`src/rtl/tsd_pkg.sv`:
```
package tsd_pkg;
   // half-word selector encoding, left half issues first
   typedef enum logic {
      SLOT_LEFT  = 1'b0,
      SLOT_RIGHT = 1'b1
   } half_e;

   localparam int DEF_WORD_W  = 48;
   localparam int DEF_INSN_W  = 24;
   localparam int DEF_ADDR_W  = 15;
   localparam int DEF_REG_W   = 4;
   localparam int DEF_OPC_W   = 8;
endpackage

```
`src/rtl/tsd_pc_seq.sv`:
```
module tsd_pc_seq #(
   parameter int ADDR_W    = 15,
   parameter int NUM_SLOTS = 2,
   parameter int SLOT_W    = 1,
   parameter int RESET_PC  = 1
) (
   input  logic              clk,
   input  logic              rst_n,
   input  logic              advance_i,
   input  logic              branch_i,
   input  logic [ADDR_W-1:0] target_i,
   output logic [ADDR_W-1:0] pc_o,
   output logic [SLOT_W-1:0] slot_o
);
   localparam logic [SLOT_W-1:0] LAST_SLOT = SLOT_W'(NUM_SLOTS - 1);
   localparam logic [ADDR_W-1:0] PC_INIT   = ADDR_W'(RESET_PC);

   logic [ADDR_W-1:0] pc_q;
   logic [SLOT_W-1:0] slot_q;

   always_ff @(posedge clk) begin
      if (!rst_n) begin
         pc_q   <= PC_INIT;
         slot_q <= '0;
      end else if (branch_i) begin
         pc_q   <= target_i;
         slot_q <= '0;
      end else if (advance_i) begin
         if (slot_q == LAST_SLOT) begin
            slot_q <= '0;
            pc_q   <= pc_q + 1'b1;
         end else begin
            slot_q <= slot_q + 1'b1;
         end
      end
   end

   assign pc_o   = pc_q;
   assign slot_o = slot_q;
endmodule

```
`src/rtl/tsd_slot_select.sv`:
```
module tsd_slot_select #(
   parameter int WORD_W    = 48,
   parameter int INSN_W    = 24,
   parameter int NUM_SLOTS = 2,
   parameter int SLOT_W    = 1
) (
   input  logic [WORD_W-1:0] word_i,
   input  logic [SLOT_W-1:0] slot_i,
   output logic [INSN_W-1:0] insn_o
);
   logic [INSN_W-1:0] part [NUM_SLOTS];

   // slot 0 is the most significant part of the word
   for (genvar s = 0; s < NUM_SLOTS; s++) begin : g_part
      assign part[s] = word_i[WORD_W-1-s*INSN_W -: INSN_W];
   end

   assign insn_o = part[slot_i];
endmodule

```
`src/rtl/tsd_field_extract.sv`:
```
module tsd_field_extract #(
   parameter int INSN_W       = 24,
   parameter int ADDR_W       = 15,
   parameter int REG_W        = 4,
   parameter int OPC_W        = 8,
   parameter int SHORT_ADDR_W = 12,
   parameter int SHORT_OP_W   = 6,
   parameter int LONG_OP_W    = 5
) (
   input  logic [INSN_W-1:0] insn_i,
   output logic [REG_W-1:0]  reg_o,
   output logic [OPC_W-1:0]  opcode_o,
   output logic [ADDR_W-1:0] addr_o,
   output logic              long_o
);
   localparam int REG_LSB      = INSN_W - REG_W;
   localparam int FMT_BIT      = REG_LSB;
   localparam int EXT_BIT      = REG_LSB - 1;
   localparam int LONG_OP_LSB  = EXT_BIT - LONG_OP_W + 1;
   localparam int SHORT_OP_LSB = SHORT_ADDR_W;
   localparam int EXT_W        = ADDR_W - SHORT_ADDR_W;
   localparam int LONG_PAD     = OPC_W - LONG_OP_W;
   localparam int SHORT_PAD    = OPC_W - SHORT_OP_W;

   if (LONG_OP_LSB < ADDR_W) begin : g_bad_long
      $error("long opcode field overlaps the address field");
   end
   if (SHORT_OP_LSB + SHORT_OP_W > EXT_BIT) begin : g_bad_short
      $error("short opcode field overlaps the extension bit");
   end
   if (EXT_W < 1 || LONG_PAD < 1 || SHORT_PAD < 1) begin : g_bad_pad
      $error("field widths leave no room for padding");
   end

   logic              is_long;
   logic [ADDR_W-1:0] long_addr, short_addr;
   logic [OPC_W-1:0]  long_op, short_op;

   assign is_long    = insn_i[FMT_BIT];
   assign long_addr  = insn_i[ADDR_W-1:0];
   assign short_addr = {{EXT_W{insn_i[EXT_BIT]}}, insn_i[SHORT_ADDR_W-1:0]};
   assign long_op    = {insn_i[LONG_OP_LSB +: LONG_OP_W], {LONG_PAD{1'b0}}};
   assign short_op   = {{SHORT_PAD{1'b0}}, insn_i[SHORT_OP_LSB +: SHORT_OP_W]};

   always_comb begin
      reg_o  = insn_i[INSN_W-1 -: REG_W];
      long_o = is_long;
      if (is_long) begin
         opcode_o = long_op;
         addr_o   = long_addr;
      end else begin
         opcode_o = short_op;
         addr_o   = short_addr;
      end
   end
endmodule

```
`src/rtl/tsd_modifier.sv`:
```
module tsd_modifier #(
   parameter int ADDR_W     = 15,
   parameter bit MOD_ENABLE = 1'b1
) (
   input  logic              clk,
   input  logic              rst_n,
   input  logic              issue_i,
   input  logic              mod_valid_i,
   input  logic [ADDR_W-1:0] mod_value_i,
   input  logic [ADDR_W-1:0] addr_raw_i,
   output logic [ADDR_W-1:0] addr_o
);
   if (MOD_ENABLE) begin : g_mod
      logic [ADDR_W-1:0] pend_q;

      // an issue consumes the pending offset; a value arriving with it
      // is kept for the instruction after
      always_ff @(posedge clk) begin
         if (!rst_n) begin
            pend_q <= '0;
         end else if (issue_i) begin
            pend_q <= mod_valid_i ? mod_value_i : '0;
         end else if (mod_valid_i) begin
            pend_q <= mod_value_i;
         end
      end

      assign addr_o = addr_raw_i + pend_q;
   end else begin : g_nomod
      logic unused_in;
      assign unused_in = &{1'b0, clk, rst_n, issue_i, mod_valid_i, mod_value_i};
      assign addr_o    = addr_raw_i;
   end
endmodule

```
`src/rtl/twin_slot_decoder.sv`:
```
module twin_slot_decoder
   import tsd_pkg::*;
#(
   parameter int WORD_W       = DEF_WORD_W,
   parameter int INSN_W       = DEF_INSN_W,
   parameter int ADDR_W       = DEF_ADDR_W,
   parameter int REG_W        = DEF_REG_W,
   parameter int OPC_W        = DEF_OPC_W,
   parameter int SHORT_ADDR_W = 12,
   parameter int SHORT_OP_W   = 6,
   parameter int LONG_OP_W    = 5,
   parameter int RESET_PC     = 1,
   parameter bit MOD_ENABLE   = 1'b1,
   localparam int NUM_SLOTS   = WORD_W / INSN_W,
   localparam int SLOT_W      = (NUM_SLOTS > 1) ? $clog2(NUM_SLOTS) : 1
) (
   input  logic              clk,
   input  logic              rst_n,
   input  logic              step_i,
   input  logic [WORD_W-1:0] mem_word_i,
   input  logic              branch_i,
   input  logic [ADDR_W-1:0] branch_target_i,
   input  logic              mod_valid_i,
   input  logic [ADDR_W-1:0] mod_value_i,
   output logic [ADDR_W-1:0] fetch_addr_o,
   output logic [SLOT_W-1:0] slot_o,
   output logic              dec_valid_o,
   output logic [REG_W-1:0]  dec_reg_o,
   output logic [OPC_W-1:0]  dec_opcode_o,
   output logic [ADDR_W-1:0] dec_addr_o,
   output logic              dec_long_o,
   output logic [ADDR_W-1:0] dec_pc_o,
   output logic [SLOT_W-1:0] dec_slot_o
);
   if (WORD_W % INSN_W != 0 || NUM_SLOTS < 2) begin : g_bad_word
      $error("word must hold a whole number (>=2) of instructions");
   end
   if (RESET_PC < 0 || RESET_PC >= (1 << ADDR_W)) begin : g_bad_rst
      $error("reset counter value does not fit the address width");
   end

   logic              issue;
   logic [ADDR_W-1:0] pc;
   logic [SLOT_W-1:0] slot;
   logic [INSN_W-1:0] insn;
   logic [REG_W-1:0]  f_reg;
   logic [OPC_W-1:0]  f_op;
   logic [ADDR_W-1:0] f_addr_raw, f_addr;
   logic              f_long;

   // a branch wins over a sequential issue in the same cycle
   assign issue = step_i & ~branch_i;

   tsd_pc_seq #(
      .ADDR_W(ADDR_W), .NUM_SLOTS(NUM_SLOTS), .SLOT_W(SLOT_W), .RESET_PC(RESET_PC)
   ) u_seq (
      .clk(clk), .rst_n(rst_n), .advance_i(issue), .branch_i(branch_i),
      .target_i(branch_target_i), .pc_o(pc), .slot_o(slot)
   );

   tsd_slot_select #(
      .WORD_W(WORD_W), .INSN_W(INSN_W), .NUM_SLOTS(NUM_SLOTS), .SLOT_W(SLOT_W)
   ) u_sel (
      .word_i(mem_word_i), .slot_i(slot), .insn_o(insn)
   );

   tsd_field_extract #(
      .INSN_W(INSN_W), .ADDR_W(ADDR_W), .REG_W(REG_W), .OPC_W(OPC_W),
      .SHORT_ADDR_W(SHORT_ADDR_W), .SHORT_OP_W(SHORT_OP_W), .LONG_OP_W(LONG_OP_W)
   ) u_fld (
      .insn_i(insn), .reg_o(f_reg), .opcode_o(f_op), .addr_o(f_addr_raw), .long_o(f_long)
   );

   tsd_modifier #(
      .ADDR_W(ADDR_W), .MOD_ENABLE(MOD_ENABLE)
   ) u_mod (
      .clk(clk), .rst_n(rst_n), .issue_i(issue), .mod_valid_i(mod_valid_i),
      .mod_value_i(mod_value_i), .addr_raw_i(f_addr_raw), .addr_o(f_addr)
   );

   always_ff @(posedge clk) begin
      if (!rst_n) begin
         dec_valid_o  <= 1'b0;
         dec_reg_o    <= '0;
         dec_opcode_o <= '0;
         dec_addr_o   <= '0;
         dec_long_o   <= 1'b0;
         dec_pc_o     <= '0;
         dec_slot_o   <= '0;
      end else begin
         dec_valid_o <= issue;
         if (issue) begin
            dec_reg_o    <= f_reg;
            dec_opcode_o <= f_op;
            dec_addr_o   <= f_addr;
            dec_long_o   <= f_long;
            dec_pc_o     <= pc;
            dec_slot_o   <= slot;
         end
      end
   end

   assign fetch_addr_o = pc;
   assign slot_o       = slot;
endmodule

```
`config.mk`:
```
export PLATFORM = sky130hd
export DESIGN_NAME = twin_slot_decoder
export DESIGN_NICKNAME = d
export VERILOG_FILES = /design/src/rtl/tsd_pkg.sv /design/src/rtl/tsd_pc_seq.sv /design/src/rtl/tsd_slot_select.sv /design/src/rtl/tsd_field_extract.sv /design/src/rtl/tsd_modifier.sv /design/src/rtl/twin_slot_decoder.sv
export SDC_FILE = /design/constraint.sdc
export NUM_CORES = 1
export LEC_CHECK = 0
export BUFFER_PORTS_ARGS = -buffer_cell sky130_fd_sc_hd__buf_2
export CORE_MARGIN = 4
export CORE_UTILIZATION = 52
export DETAILED_ROUTE_END_ITERATION = 6
export GPL_ROUTABILITY_DRIVEN = 1
export PLACE_DENSITY = 0.81
export SYNTH_ARGS = -nofsm -noshare
export SYNTH_HDL_FRONTEND = slang
export SYNTH_HIERARCHICAL = 1
export SYNTH_SLANG_ARGS = --single-unit
```
`constraint.sdc`:
```
create_clock -name clk -period 3.45 [get_ports clk]
set_clock_uncertainty 0.2 [all_clocks]
set_input_delay 0.345 -clock clk [delete_from_list [all_inputs] [get_ports clk]]
set_output_delay 0.345 -clock clk [all_outputs]
set_load 0.03 [all_outputs]
```
-- Word-level counts from Yosys, hierarchy flattened
Index checks and enable logic that the tools add are counted.
- register bits after elaboration: 76
- input port bits: 83
- output and inout port bits: 61
- logic and storage cells: 35
- add/subtract/negate cells: 3
- $lt $le $gt $ge: 1
- mux-type cells: 12
- bitwise operators: 4
- reduce and logical (&&, ||, !) cells: 5
- operator list (cell ; count):
    $mux 15 ; 7
    $mux 24 ; 3
    $add 15x1->15 const B ; 1
    $add 15x15->15 ; 1
    $mux 8 ; 1
    $reduce_bool 2->1 ; 3
    $ge 2x2->1 const B ; 1
    $not 1->1 ; 2
    $not 1->2 ; 1
    $reduce_and 2->1 ; 1
    $reduce_or 2->1 ; 1
    $add 1x1->1 const B ; 1
    $and 1x1->1 ; 1
    $mux 1 ; 1

-- Depth between registers and ports, before layout
- depth in word-level cells: 6
- depth in mapped cells: 12
- depth with buffers taken out: 10

-- Hierarchy
Netlist, hierarchy kept.
- modules (own cells, without submodules) (module ; instances ; cells an instance ; area an instance (um2) ; seq. area each (um2)):
    twin_slot_decoder ; 1 ; 194 ; 1853.0 ; 900.9
    tsd_modifier ; 1 ; 151 ; 1271.2 ; 300.3
    tsd_pc_seq ; 1 ; 97 ; 828.3 ; 320.3
    tsd_slot_select ; 1 ; 27 ; 396.6 ; 0.0
    tsd_field_extract ; 1 ; 28 ; 225.2 ; 0.0

-- Worst setup path before layout
Ideal clock, no wire load.
- path type: register to register
- from: register u_seq.slot_q (netlist: u_seq/slot_o)
- to: register dec_addr_o[7]
- library setup time: 0.072 ns
- arrival time: 2.908 ns
- data required time: 3.178 ns
- setup slack: 0.270 ns
- stages on the path, launching flop included: 13
- buffers on the path: 3
- clock period less this slack: 3.180 ns
- cell sequence: dfxtp_1 > buf_6 > buf_12 > mux2_4 > buf_4 > ha_1 > a21o_1 > a21oi_2 > a21boi_2 > or4b_1 > nand3_1 > nand2_1 > mux2i_1
- longest elaborated chain between the ends: 6
- ends and longest elaborated chain (what ; line ; RTL):
    start: declaration ; tsd_pc_seq.sv:19 ; logic [SLOT_W-1:0] slot_q;
    start signal: assignment ; tsd_pc_seq.sv:33 ; slot_q <= slot_q + 1'b1;
    $not 1->2 (implied by the code) ; tsd_slot_select.sv:18 ; assign insn_o = part[slot_i];
    $mux 24 (implied by the code) (3 in a row) ; tsd_slot_select.sv:18 ;
    named net insn[3] ; twin_slot_decoder.sv:45 ; logic [INSN_W-1:0] insn;
    $mux 15 ; tsd_field_extract.sv:48 ; if (is_long) begin
    named net f_addr_raw[3] ; twin_slot_decoder.sv:48 ; logic [ADDR_W-1:0] f_addr_raw, f_addr;
    $add 15x15->15 ; tsd_modifier.sv:28 ; assign addr_o = addr_raw_i + pend_q;
    named net f_addr[7] ; twin_slot_decoder.sv:48 ;
    end signal: assignment ; twin_slot_decoder.sv:95 ; dec_addr_o <= f_addr;
    end: declaration ; twin_slot_decoder.sv:30 ; output logic [ADDR_W-1:0] dec_addr_o,
The timed path passes the listed nets, and every way through them passes these cells. The select of a mux whose other input is x is not followed.
A chain may end at the register's enable or synchronous reset.

-- Worst setup path after layout
- from: register u_seq.slot_q (netlist: u_seq/slot_o)
- to: register dec_addr_o[14]
- longest elaborated chain between the ends: 6
- ends and longest elaborated chain (what ; line):
    $not 1->2 (implied by the code) ; tsd_slot_select.sv:18
    $mux 24 (implied by the code) (3 in a row) ; tsd_slot_select.sv:18
    named net insn[0] ; twin_slot_decoder.sv:45
    $mux 15 ; tsd_field_extract.sv:48
    $add 15x15->15 ; tsd_modifier.sv:28
    named net f_addr[14] ; twin_slot_decoder.sv:48
The timed path passes the listed nets, and every way through them passes these cells. The select of a mux whose other input is x is not followed.

==> results.md <==
* Routability cong. at between 0.8 and 0.9
* Initial Util at between 50 and 60%
* Netlist Area Pre-Place at around 4600 um^2
* Final Worst Setup Slack at about 0.32 ns
* Int Pwr at around 0.0016 W
* # IOs at 144
* Final Critical Period at 3.13 ns
* Crit-path leading delay family: compound AO/OA/AOI/OAI gates
* Number of port buffers at between 100 and 150
* Root Driver: clkbuf_8
* Cell with the most instances after synthesis: nand2_1
* Clock power frac at 34.4%
* Dpl cell area at 5070 um^2
* Worst setup SP type: register
* WL/cell at ~15 um
* Crit. End Element: register
* Nets@finish at 709
* Synthesis-to-finish area growth at 15.7%
* Leak at 2.45 nW
* Sw Ratio at about 29%
* Avg Cell Area, Syn at between 9 and 10 um^2
* PwrDens at 420 nW/um^2
* Relative slew margins at 33.2%
* Overall Global Routing Usage at between 20% and 30%
* Grt total ovfl at 0
* CTS H-Tree Depth at 3
* # fillers at 718
* Sequential fraction of the synthesis area at between 30% and 40%
* Post-synth top area cell: dfxtp_1
* Post-route setup TNS at 0 ns
* Buf/Inv on CP at 0
* Final HPWL DP at ~7.7 mm
* Synth Flop Type: dfxtp_1
* Design area at between 5000 and 6000 um^2
* Share of layout cells above drive strength 1 at 33.7%
* Critical path's largest stage delay at just under 0.6 ns
* Drt pass-1 iters at 4
* Final Max Tran Viols at 0
* Setup WS pre-CTS at 0.396 ns
* Post-CTS Hold Buffers at 0
* Syn Inst Count at roughly 500
* Drt first-iter violations at between 150 and 200
* Count of cell types in the netlist at 53
* TritonCTS Buffers at 9
* CP required at about 3.5 ns
* Number of synthesized flops with an enable pin at 0
* Drt total wl at around 11 mm
* CP Data Arrival Time at between 3 and 4 ns
* Area contributors post-synth: dfxtp_1 (33%), mux2i_1 (10%), nand2_1 (8.5%), mux2_4 (6.6%), ha_1 (4.1%)
* Clk_lat worst skew at about 0.34 ns
* RSZ-0062 raised after global routing: no
* Post-CTS Setup Inserts at 0
* Die area at 10,400 um^2
* Max Freq at roughly 0.32 GHz
* Launch point of the worst path: u_seq/slot_o
* Final setup viols at 0
* Clock sink total at 76
* Worst slew pin tran at around 1 ns
* Logic pwr share at 22.1%
* Total number of vias at a little under 4,000
* Post-cts resize count at 0
* Vias in the first global route at between 3,000 and 4,000
* Hold_sp: branch_target_i[0]
* CP Cell Sequence: mux2_2 -> ha_1 -> fa_1 -> a21oi_1 -> o21ai_2 -> o32ai_1 -> o31ai_1 -> xnor2_1 -> nand2_1 -> mux2i_1
* Top-area cell type share of the netlist area at between 30% and 40%
* CTS tree: yes
* Max-cap violation count at 0
* Endpoints failing hold at 0
* Crit path kind: register to register
* Syn Nets at 596
* Core box area at around 8400 um^2
* Via density per instance at ~5.3
* Outcome: completed
* # DRC at 0
* Die extent in x at around 100 um
* Diode count at 0
* Clock Path Buffers at 2
* Async set-reset flop share out of synthesis at 0%
* R2R Path Start: u_seq/slot_o
* Post-synth top cells: nand2_1 (104), dfxtp_1 (76), mux2i_1 (47)
* Worst VDD drop at 0.255 mV
* NetSw at around 0.00065 W
* Chip Height at about 100 um
* Share of power burned in registers at between 40% and 50%
* Layout Cells excl Fill at approximately 720
* # rows at 33
* HP Class: primary input to register
* Synth Register Bits at 76
* First-pass GRT wire length at ~17 mm
* Synthesis warning total at 6
* Period utilization at roughly nine tenths
* CTS clk-pin slew, worst paths at roughly 0.08 ns
* Crit-path slowest cell: dfxtp_2
* Post-DRT Antenna Nets at 0
* Inst Count DP at around 700
* Initial antenna violation count at 0
* Largest net degree at the start of global routing at about 110
* Critical path fanouts, max at 13
* Hold Slack at 0.0206 ns
worst register-to-register path, stage by stage (launching register included):
cell	delay (ns)
dfxtp_2	0.59
mux2_2	0.39
ha_1	0.23
fa_1	0.41
a21oi_1	0.27
o21ai_2	0.14
o32ai_1	0.25
o31ai_1	0.19
xnor2_1	0.19
nand2_1	0.07
mux2i_1	0.15
metrics by stage:
step	power, W	util, %
after detailed placement	0.00148	60.5
after global placement	0.00146	60.5
final	0.00223	63.2
after floorplan	0.00137	-
after CTS	0.00225	63.2
after global routing	0.00233	63.2
layout make-up:
class	count	area, um^2	share of cell area, %
repair buffers	148	756	14.3
flip-flops and latches	76	1520	28.8
clock inverters	4	72.6	1.37
clock buffers	11	151	2.86
inverters	5	18.8	0.355
well taps	105	131	2.48
multi-input cells	370	2640	49.9
logic make-up after synthesis:
group                      share of synthesized area [%]
AOI/OAI and AO/OA                                   9.60
xor gates and xnor gates                            4.79
adders and majority gates                           4.54
buffers and inverters                               9.00
DFF                                                 33.3
muxes                                               18.6
and+or+nand+nor                                     20.2
path summary, 6_finish.rpt:
check | end | slack [ns] | cells after the start
max | dec_addr_o[14] | 0.32 | 10
min | u_seq/pc_o[0] | 0.02 | 3
max reg2reg | dec_addr_o[14] | 0.32 | 10
min reg2reg | dec_addr_o[11] | 0.26 | 2
routing by layer:
metal  share of wire, %  track usage, %
met5                  0               0
met4                1.5            7.46
met3                7.3            5.10
met1                 43            24.5
met2                 48            34.8
layout by cell type (no fill, tap or decap), types with 6 or more instances in the layout:
cell type / instances
nor2b_1: 16
o21ai_0: 16
nor2_1: 11
ha_1: 15
dfxtp_1: 75
nor3b_1: 15
xnor2_1: 20
mux2i_1: 47
mux2_2: 7
mux2_4: 20
clkbuf_8: 11
nand2_1: 104
a21oi_1: 31
buf_4: 6
buf_2: 142
flip-flops by register name (all words and copies together), names as in the netlist:
signal              flops
u_seq/pc_o             15
dec_addr_o             15
dec_long_o              1
dec_opcode_o            8
dec_valid_o             1
u_mod/g_mod.pend_q     15
dec_slot_o              1
dec_pc_o               15
u_seq/slot_o            1
dec_reg_o               4
power by group through the flow:
stage | combinational [W] | sequential, W | clock, W
final | 0.000492 | 0.000967 | 0.000766
after global routing | 0.000537 | 0.000975 | 0.000815
after CTS | 0.000493 | 0.000968 | 0.000785
after detailed placement | 0.000489 | 0.000989 | 0
after global placement | 0.000477 | 0.000986 | 0
after floorplan | 0.000311 | 0.00106 | 0
Power figures use the tool's default switching activity.
